### src/rtl/fws_pkg.sv
package fws_pkg;
  typedef enum logic [1:0] {
    OP_PROG = 2'b00,
    OP_SECT = 2'b01,
    OP_CHIP = 2'b10,
    OP_NONE = 2'b11
  } fws_op_e;

  localparam int unsigned POLL_BIT = 7;
  localparam int unsigned TGL_BIT  = 6;
endpackage

### src/rtl/fws_engine.sv
module fws_engine
  import fws_pkg::*;
#(
  parameter int unsigned PROG_CYCLES = 1000,
  parameter int unsigned SECT_CYCLES = 1250000,
  parameter int unsigned CHIP_CYCLES = 5000000
) (
  input  logic    clk_i,
  input  logic    rst_ni,
  input  logic    start_i,
  input  fws_op_e op_i,
  input  logic    pol_i,
  output logic    busy_o,
  output logic    erase_o,
  output logic    pol_o
);
  localparam int unsigned MAX_A  = (PROG_CYCLES > SECT_CYCLES) ? PROG_CYCLES : SECT_CYCLES;
  localparam int unsigned MAX_CY = (MAX_A > CHIP_CYCLES) ? MAX_A : CHIP_CYCLES;
  localparam int unsigned CNT_W  = $clog2(MAX_CY + 1);

  logic [CNT_W-1:0] cnt_q, load_val;
  logic             busy_q, erase_q, pol_q;

  always_comb begin
    unique case (op_i)
      OP_SECT: load_val = CNT_W'(SECT_CYCLES - 1);
      OP_CHIP: load_val = CNT_W'(CHIP_CYCLES - 1);
      default: load_val = CNT_W'(PROG_CYCLES - 1);
    endcase
  end

  always_ff @(posedge clk_i or negedge rst_ni) begin
    if (!rst_ni) begin
      busy_q  <= 1'b0;
      erase_q <= 1'b0;
      pol_q   <= 1'b0;
      cnt_q   <= '0;
    end else if (!busy_q) begin
      if (start_i && op_i != OP_NONE) begin
        busy_q  <= 1'b1;
        erase_q <= (op_i != OP_PROG);
        pol_q   <= pol_i;
        cnt_q   <= load_val;
      end
    end else if (cnt_q == '0) begin
      busy_q <= 1'b0;
    end else begin
      cnt_q <= cnt_q - 1'b1;
    end
  end

  assign busy_o  = busy_q;
  assign erase_o = erase_q;
  assign pol_o   = pol_q;

  assert_busy_start_R2: assert property (@(posedge clk_i) disable iff (!rst_ni)
    $rose(busy_q) |-> $past(start_i));
  assert_no_restart_R5: assert property (@(posedge clk_i) disable iff (!rst_ni)
    (busy_q && cnt_q != '0) |=> (busy_q && cnt_q == $past(cnt_q) - 1'b1));
  assert_reserved_op_R4: assert property (@(posedge clk_i) disable iff (!rst_ni)
    (!busy_q && start_i && op_i == OP_NONE) |=> !busy_q);
endmodule

### src/rtl/fws_toggle.sv
module fws_toggle (
  input  logic clk_i,
  input  logic rst_ni,
  input  logic busy_i,
  input  logic rd_i,
  output logic tgl_o
);
  logic rd_q, tgl_q;

  always_ff @(posedge clk_i or negedge rst_ni) begin
    if (!rst_ni) begin
      rd_q  <= 1'b0;
      tgl_q <= 1'b0;
    end else begin
      rd_q <= rd_i;
      // advance only on a new read access during an operation
      if (busy_i && rd_i && !rd_q) tgl_q <= ~tgl_q;
    end
  end

  assign tgl_o = tgl_q;

  assert_tgl_frozen_R10: assert property (@(posedge clk_i) disable iff (!rst_ni)
    !busy_i |=> $stable(tgl_q));
  assert_tgl_held_strobe_R8: assert property (@(posedge clk_i) disable iff (!rst_ni)
    (rd_i && rd_q) |=> $stable(tgl_q));
endmodule

### src/rtl/fws_rd_mux.sv
module fws_rd_mux
  import fws_pkg::*;
#(
  parameter int unsigned    DATA_W = 16,
  parameter int unsigned    ADDR_W = 16,
  parameter logic [DATA_W-1:0] MFR_ID = 16'h00A5,
  parameter logic [DATA_W-1:0] DEV_ID = 16'h3C71
) (
  input  logic              busy_i,
  input  logic              erase_i,
  input  logic              pol_i,
  input  logic              tgl_i,
  input  logic              id_mode_i,
  input  logic [ADDR_W-1:0] rd_addr_i,
  input  logic [DATA_W-1:0] array_data_i,
  output logic [DATA_W-1:0] rd_data_o
);
  always_comb begin
    rd_data_o = array_data_i;
    if (busy_i) begin
      rd_data_o[POLL_BIT] = erase_i ? 1'b0 : ~pol_i;
      rd_data_o[TGL_BIT]  = tgl_i;
    end else if (id_mode_i) begin
      if (rd_addr_i == '0)                rd_data_o = MFR_ID;
      else if (rd_addr_i == ADDR_W'(1))   rd_data_o = DEV_ID;
    end
  end
endmodule

### src/rtl/flash_wstat.sv
module flash_wstat
  import fws_pkg::*;
#(
  parameter int unsigned DATA_W      = 16,
  parameter int unsigned ADDR_W      = 16,
  parameter int unsigned PROG_CYCLES = 1000,
  parameter int unsigned SECT_CYCLES = 1250000,
  parameter int unsigned CHIP_CYCLES = 5000000,
  parameter logic [DATA_W-1:0] MFR_ID = 16'h00A5,
  parameter logic [DATA_W-1:0] DEV_ID = 16'h3C71
) (
  input  logic              clk_i,
  input  logic              rst_ni,
  input  logic              start_i,
  input  logic [1:0]        op_i,
  input  logic [DATA_W-1:0] prog_data_i,
  input  logic              rd_i,
  input  logic [ADDR_W-1:0] rd_addr_i,
  input  logic [DATA_W-1:0] array_data_i,
  input  logic              id_mode_i,
  output logic              busy_o,
  output logic [DATA_W-1:0] rd_data_o
);
  logic busy, erase, pol, tgl;

  fws_engine #(
    .PROG_CYCLES(PROG_CYCLES),
    .SECT_CYCLES(SECT_CYCLES),
    .CHIP_CYCLES(CHIP_CYCLES)
  ) u_engine (
    .clk_i  (clk_i),
    .rst_ni (rst_ni),
    .start_i(start_i),
    .op_i   (fws_op_e'(op_i)),
    .pol_i  (prog_data_i[POLL_BIT]),
    .busy_o (busy),
    .erase_o(erase),
    .pol_o  (pol)
  );

  fws_toggle u_toggle (
    .clk_i (clk_i),
    .rst_ni(rst_ni),
    .busy_i(busy),
    .rd_i  (rd_i),
    .tgl_o (tgl)
  );

  fws_rd_mux #(
    .DATA_W(DATA_W),
    .ADDR_W(ADDR_W),
    .MFR_ID(MFR_ID),
    .DEV_ID(DEV_ID)
  ) u_mux (
    .busy_i      (busy),
    .erase_i     (erase),
    .pol_i       (pol),
    .tgl_i       (tgl),
    .id_mode_i   (id_mode_i),
    .rd_addr_i   (rd_addr_i),
    .array_data_i(array_data_i),
    .rd_data_o   (rd_data_o)
  );

  assign busy_o = busy;

  assert_erase_poll_R7: assert property (@(posedge clk_i) disable iff (!rst_ni)
    (busy_o && erase) |-> !rd_data_o[POLL_BIT]);
  assert_pass_idle_R10: assert property (@(posedge clk_i) disable iff (!rst_ni)
    (!busy_o && !id_mode_i) |-> rd_data_o == array_data_i);
  assert_other_bits_R9: assert property (@(posedge clk_i) disable iff (!rst_ni)
    busy_o |-> (rd_data_o[DATA_W-1:POLL_BIT+1] == array_data_i[DATA_W-1:POLL_BIT+1]
                && rd_data_o[TGL_BIT-1:0] == array_data_i[TGL_BIT-1:0]));
endmodule

### config.mk
export PLATFORM = sky130hd
export DESIGN_NAME = flash_wstat
export DESIGN_NICKNAME = d
export VERILOG_FILES = /design/src/rtl/fws_pkg.sv /design/src/rtl/fws_engine.sv /design/src/rtl/fws_toggle.sv /design/src/rtl/fws_rd_mux.sv /design/src/rtl/flash_wstat.sv
export SDC_FILE = /design/constraint.sdc
export NUM_CORES = 1
export LEC_CHECK = 0
export BUFFER_PORTS_ARGS = -buffer_cell sky130_fd_sc_hd__buf_2
export CORE_ASPECT_RATIO = 0.5
export CORE_MARGIN = 10
export CORE_UTILIZATION = 55
export CTS_BUF_LIST = sky130_fd_sc_hd__clkbuf_8
export DETAILED_ROUTE_END_ITERATION = 10
export GPL_ROUTABILITY_DRIVEN = 0
export PLACE_DENSITY = 0.91
export SETUP_SLACK_MARGIN = 0.05
export SYNTH_ARGS = -nofsm -noshare
export SYNTH_HDL_FRONTEND = slang
export SYNTH_SLANG_ARGS = --single-unit
### constraint.sdc
create_clock -name clk_i -period 5.7 [get_ports clk_i]
set_input_delay 0 -clock clk_i [delete_from_list [all_inputs] [get_ports clk_i]]
set_output_delay 0 -clock clk_i [all_outputs]
set_load 0.01 [all_outputs]
-- Word-level counts from Yosys, hierarchy flattened
Cells that the tools add are included.
- flip-flop bits (word level): 28
- bits in latches: 0
- RAM bits: 0
- memory bits (read-only): 0
- output and inout bits: 17
- logic and storage cells: 39
- memories kept: 0
- add/subtract/negate cells: 1
- multipliers: 0
- div/mod/pow operators: 0
- order comparisons: 0
- equality and inequality tests: 5
- shift operators: 0
- mux-type cells: 14
- bitwise operators: 3
- reductions and logical operators: 10
- operators by type and width (operator ; count):
    $mux 23 ; 3
    $mux 16 ; 3
    $pmux 23 s2 ; 1
    $logic_not 23->1 ; 1
    $sub 23x1->23 const B ; 1
    $eq 16x1->1 const B ; 1
    $logic_not 16->1 ; 1
    $mux 8 ; 1
    $mux 6 ; 1
    $mux 1 ; 4
    $ne 2x2->1 const B ; 2
    $reduce_and 2->1 ; 2
    $reduce_bool 2->1 ; 2
    $logic_and 1x1->1 ; 3
    $not 1->1 ; 3
    $eq 2x1->1 const B ; 1
    $eq 2x2->1 const B ; 1
    $mux 2 ; 1
    $logic_not 1->1 ; 1

-- Longest topological paths before layout
Gate-level depths: netlist of the first run.
- depth in word-level cells: 5
- gate-level depth with buffers: 8

-- Hierarchy
From an unflattened synthesis of the first run, not the netlist that was laid out.
- cells, all modules: 223
- area total of the unflattened synthesis: 2145.8 um^2
- by module, submodules not included (module ; times used ; cells each ; area each (um^2)):
    fws_engine ; 1 ; 190 ; 1745.4
    fws_rd_mux ; 1 ; 29 ; 314.1
    fws_toggle ; 1 ; 4 ; 86.3

-- Worst setup path after synthesis of the first run
Ideal clock, no wire load.
- path type: reg2reg
- start: reg u_engine.cnt_q[0]
- end: reg u_engine.cnt_q[10]
- library setup time: 0.135 ns
- arrival time: 1.716 ns
- data required time: 5.565 ns
- setup slack: 3.849 ns
- cell stages (with the launch flop): 9
- buffers on the path: 1
- period minus slack after synthesis: 1.851 ns
- cells stage by stage: dfrtp_1 -> inv_1 -> ha_1 -> nor3b_2 -> and3_2 -> buf_4 -> a2111oi_2 -> xnor2_1 -> mux2i_1
- cells in the longest elaborated chain, start to end: 3
- RTL lines (item ; RTL line ; text):
    from (decl) ; fws_engine.sv:21 ; logic [CNT_W-1:0] cnt_q, load_val;
    from (signal assigned) ; fws_engine.sv:43 ; cnt_q <= load_val;
    from (signal assigned) ; fws_engine.sv:48 ; cnt_q <= cnt_q - 1'b1;
    $sub 23x1->23 or $logic_not 23->1 (tied branches) ; fws_engine.sv:48, fws_engine.sv:45 ;
    $mux 23 or $ne 2x2->1 (tied branches) ; n/a ;
    $mux 23 or $reduce_and 2->1 (tied branches) ; n/a ;
Several ways; a longest one is shown, not always the timed one. The select of a mux whose other input is x is not followed.
A chain may end at the register's enable or synchronous reset.

-- Worst setup path in the final report of the first run
- start: reg u_engine.busy_q (netlist: u_engine.busy_o)
- end: reg u_engine.cnt_q[9]
- cells in the longest elaborated chain, start to end: 2
- RTL lines (item ; RTL line ; text):
    from (decl) ; fws_engine.sv:22 ; logic busy_q, erase_q, pol_q;
    from (signal assigned) ; fws_engine.sv:34 ; busy_q <= 1'b0;
    from (signal assigned) ; fws_engine.sv:40 ; busy_q <= 1'b1;
    from (signal assigned) ; fws_engine.sv:46 ; busy_q <= 1'b0;
    $ne 2x2->1 (no source line) or $reduce_bool 2->1 (tied branches) ; n/a ;
    $reduce_and 2->1 (no source line) ; n/a ;
Several ways; a longest one is shown, not always the timed one.

==> results of run 1 <==
kinds of logic after synthesis:
group                      synth area share
buffers and inverters                0.0328
muxes                                0.0151
AOI/OAI and AO/OA                     0.204
and+or+nand+nor                       0.303
xor gates and xnor gates             0.0485
adders and majority gates            0.0441
DFF                                   0.353
cells in the mapped netlist (all sizes together) (4+ instances only):
library cell	n	area [µm²]
nor4	10	120
xor2	8	70.1
ha	7	87.6
nor3	5	36.3
nor2	16	60.1
nand2	27	101
o21ai	11	55.1
a31oi	7	43.8
a21oi	9	45.0
a211oi	20	155
nor2b	9	56.3
clkbuf	10	38.8
nand3	11	67.6
dfrtp	28	701
inv	4	15.0
power by group through the flow:
| stage | registers, mW | logic (mW) | clock network (mW) |
|---|---|---|---|
| finish | 0.356 | 0.201 | 0.159 |
| floorplan | 0.330 | 0.146 | 0 |
| CTS | 0.351 | 0.200 | 0.159 |
| global route | 0.363 | 0.223 | 0.170 |
| detailed placement | 0.354 | 0.196 | 0 |
| global placement | 0.346 | 0.184 | 0 |
how the worst max path moves through the flow:
| stage | endpoint | slack [ns] |
|---|---|---|
| after detailed placement | u_engine.cnt_q[9] | 3.47 |
| after CTS | u_engine.cnt_q[9] | 3.47 |
| after global routing | u_engine.cnt_q[9] | 3.25 |
| after global placement | u_engine.cnt_q[9] | 3.58 |
| final | u_engine.cnt_q[9] | 3.43 |
| after floorplan | u_engine.cnt_q[10] | 3.85 |
state kept, by name, indices dropped and copies added (netlist names):
signal	count
u_engine.busy_o	1
u_engine.cnt_q	23
u_engine.erase_o	1
u_engine.pol_o	1
u_toggle.rd_q	1
u_toggle.tgl_o	1
tightest hold or removal path, cell delays in order:
cell	delay (ns)
sky130_fd_sc_hd__buf_2	0.13
sky130_fd_sc_hd__inv_1	0.10
sky130_fd_sc_hd__ha_1	0.16
sky130_fd_sc_hd__o21ai_0	0.08
stage by stage:
| stage | setup WS, ns | power (mW) | hold WS, ns | instances |
|---|---|---|---|---|
| after global placement | 3.58 | 0.530 | 0.0459 | 320 |
| after global routing | 3.25 | 0.756 | 0.279 | 327 |
| after floorplan | 3.85 | 0.477 | -0.296 | 224 |
| after CTS | 3.47 | 0.711 | 0.223 | 327 |
| final | 3.43 | 0.715 | 0.228 | 327 |
| after detailed placement | 3.47 | 0.551 | 0.0540 | 320 |
layer usage:
layer,vias up,share of wire
met4,0,0.0095
met1,939,0.45
met3,6,0.069
li1,934,-
met2,103,0.47
met5,-,0
repair_timing:
item / 4_1_cts / 5_1_grt
hold buffers: 3 / 0
endpoints found under the hold margin: 30 / 0
buffers inserted: 0 / 0
cell type report:
class                           count  area (µm²)
Inverter                            4        15.0
Multi-Input combinational cell    180        1220
Sequential cell                    28         701
Tap cell                           51        63.8
Clock buffer                        3        41.3
Clock inverter                      1        30.0
Fill cell                         273        1060
Timing Repair Buffer               60         318
==> results.toml, run 1 <==
[status]
outcome = "complete, no violations"

[clock_tree]
h_tree_level_count = 1
cts_sinks = 28
cts.reportedPaths.clkPinSlew_ns = 0.10
clk_path_buf_depth = 2
cts_inserted_buffers = 3
cts.repair.resized = 0
clockRootBuffer = "sky130_fd_sc_hd__clkbuf_8"
cts_tree = "yes"
worstSkewPairLatency_ns = 0.28

[placement]
postPlaceCellArea_um2 = 2290
place.detailed.hpwl_mm = 4.21
place.port_buffers = 56

[finish]
most-common-layout-cells = "sky130_fd_sc_hd__buf_2, sky130_fd_sc_hd__dfrtp_1, sky130_fd_sc_hd__nand2_1"
postLayoutCoreUtil = 0.692
design.final.nets = 339
synthToLayoutAreaGrowth_pct = 20.3
drive_gt1_frac = 0.272
final_cell_area_um2 = 2390
diodes = 0
commonest_non_fill_non_tap_cell_in_the_layout = "sky130_fd_sc_hd__buf_2"

[grt]
grt_pass1_wl_mm = 9.43
total_congestion_overflow_after_global_routing = 0
global_route.usage.met3 = 0.0370
via_count_of_the_first_global_routing_pass = 1899
groute.layer.met2.usage = 0.284
groute.usage.overall = 0.168
grt_util_met1 = 0.211
grt_start_max_net_pins = 45
antenna_found_initial = 0
globalRoute.busiestLayer = "met2"

[floorplanning]
die-width_um = 105
die_footprint_um2 = 6560
boundaryPins = 72
std_cell_rows = 15
die_height_um = 62.5
initial_utilization = 0.575
floorplan.core_area_um2 = 3450

[detailed_routing]
wl_per_cell_um = 17.7
route.vias.total = 1982
drt_pass1_iterations = 4
detail_route.iter0.violations = 224
postRouteWirelength_mm = 5.80
detail_route.drc_violations = 0
detail_route.vias_per_cell = 6.06
postRouteAntennaNets = 0

[timing]
setup_violation_total_in_the_final_timing_report = 0
layout_worst_path_cycle_share = 0.398
worst-slew-pin-transition_ns = 0.777
rsz0062_at_grt = "false"
timing_hold_violations_final = 0
setup_total_negative_slack_ns = 0
slew_headroom = 0.477
min_period_ns = 2.27
worst_clock_skew_ns = 0.00422
fmaxAchievable_mhz = 441
finalMaxSlewViolations = 0

[setup_path]
worstSetupPathType = "reg2reg"
timing.rr.start = "u_engine.busy_o"
slowest_delay_ns = 0.67
timing.rr.end = "u_engine.cnt_q[9]"
crit_cells = 5
critical_path.startpoint = "u_engine.busy_o"
worst-path-buf-inv = 1
crit_path_end_kind = "register"
timing.critical_path.from_type = "register"
r2r_setup_slack_ns = 3.43
timing.critical_path.cells = "buf_4 > nor2_1 > nor4_2 > a221oi_1 > a21o_1"
cp_slowest_cell = "sky130_fd_sc_hd__dfrtp_1"
cp_top_family = "flip-flops"
critPathRequiredTime_ns = 5.87
crit_arrival_ns = 2.44
critPathMaxFanout = 44
r2r_cells = 5

[pwr]
power_leakage_nw = 1.00
power_switching_mw = 0.263
power_per_cell_area_nw_per_um2 = 299
p_seq_frac = 0.497
cell_internal_pwr_mw = 0.452
combPwrFrac = 0.280
power.share.switching = 0.368
max-vdd-ir-drop_mv = 0.210
clockPowerShare = 0.222

[logic_synthesis]
synth.yosys.seq_area_share = 0.353
number_of_flops_mapped_to_enable_cells_by_yosys = 0
synth_ff_type = "sky130_fd_sc_hd__dfrtp_1"
synth.ff_latch_count = 28
synth_cells = 224
yosys.cell_types.count = 49
post_synth_instance_area_um2 = 1990
syn-mean-instance-area_um2 = 8.86
synthesis.yosys.warnings = 0
async_reset_ff_frac = 1.00
synth_nets = 286

[hold_path]
hold_start = "op_i[1]"
min_path_type = "in2reg"
min_path_cells = 4
hold_path_end = "u_engine.erase_o"

[job]
cap_viol_max_count = 0
Note: power is estimated with default switching activity, not from simulation.
==> inputs of run 2 (changes only) <==
CORE_UTILIZATION = 51   (was 55)
PLACE_DENSITY = 0.86   (was 0.91)
clock period = 2.15 ns   (was 5.7 ns; I/O delays follow)
==> results.toml, run 2 (synthesis results as in run 1) <==
[status]
outcome = "complete, no violations"

[pwr]
max-vdd-ir-drop_mv = 0.452
power_per_cell_area_nw_per_um2 = 781
power_leakage_nw = 1.07

[placement]
postPlaceCellArea_um2 = 2360
place.port_buffers = 56
place.detailed.hpwl_mm = 4.44

[grt]
grt_start_max_net_pins = 29
antenna_found_initial = 0
groute.usage.overall = 0.160
total_congestion_overflow_after_global_routing = 0
via_count_of_the_first_global_routing_pass = 1944
grt_pass1_wl_mm = 9.34

[detailed_routing]
detail_route.vias_per_cell = 6.06
postRouteAntennaNets = 0
drt_pass1_iterations = 5
postRouteWirelength_mm = 6.02
route.vias.total = 2059
detail_route.iter0.violations = 150
detail_route.drc_violations = 0
wl_per_cell_um = 17.7

[clock_tree]
cts.reportedPaths.clkPinSlew_ns = 0.10
h_tree_level_count = 1
cts_inserted_buffers = 3
clockRootBuffer = "sky130_fd_sc_hd__clkbuf_8"
clk_path_buf_depth = 2
cts_sinks = 28
cts_tree = "yes"
worstSkewPairLatency_ns = 0.28

[timing]
min_period_ns = 2.01
finalMaxSlewViolations = 0
setup_total_negative_slack_ns = 0
slew_headroom = 0.577
setup_violation_total_in_the_final_timing_report = 0
fmaxAchievable_mhz = 498
rsz0062_at_grt = "false"
timing_hold_violations_final = 0
layout_worst_path_cycle_share = 0.934
worst-slew-pin-transition_ns = 0.635
worst_clock_skew_ns = 0.00431

[setup_path]
crit_path_end_kind = "register"
cp_slowest_cell = "sky130_fd_sc_hd__dfrtp_1"
critPathMaxFanout = 8
critPathRequiredTime_ns = 2.33
timing.critical_path.cells = "inv_1 > ha_1 > nor3b_4 > nand3_4 > nor4_2 > a221oi_1 > a21o_1"
worstSetupPathType = "reg2reg"
timing.critical_path.from_type = "register"
slowest_delay_ns = 0.43
crit_arrival_ns = 2.19

[finish]
largest_register_ffs = 23
final_cell_area_um2 = 2500
synthToLayoutAreaGrowth_pct = 26.0
drive_gt1_frac = 0.311
diodes = 0
design.final.nets = 352
commonest_non_fill_non_tap_cell_in_the_layout = "sky130_fd_sc_hd__buf_2"
most-common-layout-cells = "sky130_fd_sc_hd__buf_2, sky130_fd_sc_hd__dfrtp_1, sky130_fd_sc_hd__nand2_1"
top_register = "u_engine.cnt_q"

[floorplanning]
die-width_um = 108
boundaryPins = 72
std_cell_rows = 15
floorplan.core_area_um2 = 3580
die_height_um = 64.1
die_footprint_um2 = 6940
initial_utilization = 0.554

[job]
cap_viol_max_count = 0

[hold_path]
min_path_type = "in2reg"
## run 2: cell count changes in the layout (fill, tap and decap cells not counted), sizes merged
cell and change:
buf +13
## run 2: worst paths after layout
path,cells after the start,start,slack [ns],end
setup / recovery,7,u_engine.cnt_q[0],0.14,u_engine.cnt_q[9]
hold / removal,5,start_i,0.19,u_engine.pol_o
setup reg to reg,7,u_engine.cnt_q[0],0.14,u_engine.cnt_q[9]
hold reg to reg,1,u_toggle.tgl_o,0.48,u_toggle.tgl_o
max in group asynchronous,2,rst_ni,1.47,u_engine.busy_o
min in group asynchronous,2,rst_ni,0.27,u_engine.cnt_q[10]
## run 2: power by group
part	leakage [nW]	total [mW]	switching, mW	internal, mW
Sequential	0.323	0.954	0.274	0.680
Clock	0.0357	0.425	0.175	0.250
Combinational	0.712	0.576	0.272	0.304
## run 2: layout make-up
class | count | area, µm²
timing repair buffer | 73 | 415
inverter | 4 | 15.0
sequential | 28 | 701
fill | 280 | 1080
multi-input combinational | 180 | 1230
clock buffer | 3 | 41.3
clock inverter | 1 | 30.0
tap | 51 | 63.8
## run 2: per-layer routing
layer	up-vias	wire [µm]	track usage	share of wire
met5	-	0	0	0
met4	0	124	0.0546	0.021
met3	19	637	0.0460	0.11
met2	134	2710	0.264	0.45
li1	958	-	-	-
met1	948	2540	0.197	0.42
## run 2: stage by stage
stage | hold WS [ns] | worst slack (ns) | util | std cells | total power, mW
final | 0.192 | 0.143 | 0.698 | 340 | 1.95
after global routing | 0.258 | 0.0406 | 0.698 | 340 | 2.06
after CTS | 0.187 | 0.0876 | 0.687 | 337 | 1.90
after detailed placement | 0.0470 | 0.118 | 0.659 | 330 | 1.47
after global placement | 0.0415 | 0.149 | 0.659 | 330 | 1.42
after floorplan | -0.296 | 0.299 | - | 224 | 1.26
## run 2: what timing repair did
item | CTS | global route
buffers inserted | 0 | 3
hold endpoints to repair | 30 | 0
endpoints found under the setup margin | 0 | 14
hold buffers | 3 | 0
resized for setup | 0 | 3
## run 2: worst max-delay path: cells and delay by family (launching register included)
kind,cells,cell delay [ns]
fa+ha+maj,1,0.18
simple gates,3,0.88
buf+inv,1,0.07
flops,1,0.43
compound gates,2,0.33
==> inputs of run 3 (changes only) <==
clock period = 1.9 ns   (was 2.15 ns; I/O delays follow)
==> results.toml, run 3 (synthesis results as in run 1) <==
[status]
outcome = "complete, no violations"

[detailed_routing]
detail_route.iter0.violations = 250
detail_route.drc_violations = 0
wl_per_cell_um = 19.3
drt_pass1_iterations = 5
route.vias.total = 2192
detail_route.vias_per_cell = 6.12
postRouteAntennaNets = 0
postRouteWirelength_mm = 6.89

[grt]
grt_pass1_wl_mm = 10.2
antenna_found_initial = 0
total_congestion_overflow_after_global_routing = 0
grt_start_max_net_pins = 29
groute.usage.overall = 0.178
via_count_of_the_first_global_routing_pass = 2069

[setup_path]
worstSetupPathType = "reg2reg"
crit_path_end_kind = "register"
critPathMaxFanout = 4
critPathRequiredTime_ns = 2.11
crit_arrival_ns = 2.10
timing.critical_path.from_type = "register"

[floorplanning]
boundaryPins = 72
std_cell_rows = 15
die_height_um = 64.1
floorplan.core_area_um2 = 3580
die-width_um = 108
initial_utilization = 0.554
die_footprint_um2 = 6940

[clock_tree]
cts_tree = "yes"
cts_sinks = 28
worstSkewPairLatency_ns = 0.28
clk_path_buf_depth = 2
clockRootBuffer = "sky130_fd_sc_hd__clkbuf_8"
h_tree_level_count = 1
cts.reportedPaths.clkPinSlew_ns = 0.11
cts_inserted_buffers = 3

[timing]
setup_total_negative_slack_ns = 0
worst-slew-pin-transition_ns = 0.643
finalMaxSlewViolations = 0
timing_hold_violations_final = 0
fmaxAchievable_mhz = 531
setup_violation_total_in_the_final_timing_report = 0
layout_worst_path_cycle_share = 0.992
worst_clock_skew_ns = 0.00349
final.hold.worst_slack_ns = 0.267
min_period_ns = 1.88
rsz0062_at_grt = "true"
slew_headroom = 0.571

[finish]
multi_input_comb_area_um2 = 1330
layout.area.seq_um2 = 702
largest_register_ffs = 23
synthToLayoutAreaGrowth_pct = 38.0
design.final.nets = 370
most-common-layout-cells = "sky130_fd_sc_hd__buf_2, sky130_fd_sc_hd__buf_4, sky130_fd_sc_hd__dfrtp_1"
drive_gt1_frac = 0.401
filler_cell_count = 239
commonest_non_fill_non_tap_cell_in_the_layout = "sky130_fd_sc_hd__buf_2"
top_register = "u_engine.cnt_q"
diodes = 0
postLayoutCoreUtil = 0.764

[pwr]
power_per_cell_area_nw_per_um2 = 891
power_leakage_nw = 1.18
max-vdd-ir-drop_mv = 0.673

[hold_path]
min_path_type = "in2async"

[job]
cap_viol_max_count = 0

[placement]
place.detailed.hpwl_mm = 4.72
place.port_buffers = 56
run 3: cell count changes in the layout (fill, tap and decap cells not counted), sizes merged:
cell and change:
buf +18
run 3: final timing paths:
kind | to | start | cells after the start | slack (ns)
setup / recovery | u_engine.cnt_q[21] | u_engine.cnt_q[1] | 6 | 0.02
hold / removal | u_engine.cnt_q[8] | rst_ni | 2 | 0.27
setup reg to reg | u_engine.cnt_q[21] | u_engine.cnt_q[1] | 6 | 0.02
hold reg to reg | u_toggle.tgl_o | u_toggle.tgl_o | 1 | 0.48
max in group asynchronous | u_engine.cnt_q[14] | rst_ni | 2 | 1.18
min in group clk_i | u_engine.cnt_q[7] | op_i[1] | 5 | 0.27
run 3: what timing repair did:
item,in CTS,in global routing
hold buffers,3,0
setup buffers,3,7
endpoints found under the hold margin,30,0
pin swaps,6,16
setup endpoints to repair,17,25
resized for setup,5,20
run 3: routing by layer:
metal / GRT usage / vias up / part of all wire / wire length [µm]
li1: - / 989 / - / -
met4: 0.0331 / 0 / 0.020 / 138
met1: 0.217 / 1034 / 0.42 / 2930
met5: 0 / - / 0 / 0
met2: 0.314 / 150 / 0.45 / 3110
met3: 0.0390 / 19 / 0.10 / 719
run 3: power breakdown:
part | internal, mW | switching (mW)
Sequential | 0.771 | 0.274
Clock | 0.283 | 0.208
Combinational | 0.472 | 0.435
Total | 1.53 | 0.917
run 3: through the flow:
stage	setup WS, ns	total power [mW]	cells	instance area [µm²]
2_1_floorplan	0.0604	1.44	224	2000
3_3_place_gp	0.0409	1.71	342	2460
3_5_place_dp	-0.0314	1.76	342	2460
4_1_cts	0.0168	2.30	352	2610
5_1_grt	-0.0491	2.57	358	2740
6_report	0.0151	2.44	358	2740
run 3: cell type report:
cell class	count	share of cell area
inverters	4	0.00548
clock inverters	1	0.0110
well taps	51	0.0233
repair buffers	91	0.202
multi-input cells	180	0.487
clock buffers	3	0.0151
flip-flops and latches	28	0.256
run 3: worst max-delay path, stage by stage (launching register included):
cell,delay (ns)
sky130_fd_sc_hd__dfrtp_1,0.42
sky130_fd_sc_hd__buf_4,0.16
sky130_fd_sc_hd__nor4_2,0.28
sky130_fd_sc_hd__buf_4,0.18
sky130_fd_sc_hd__nand3_1,0.17
sky130_fd_sc_hd__or4_1,0.51
sky130_fd_sc_hd__o211ai_1,0.10
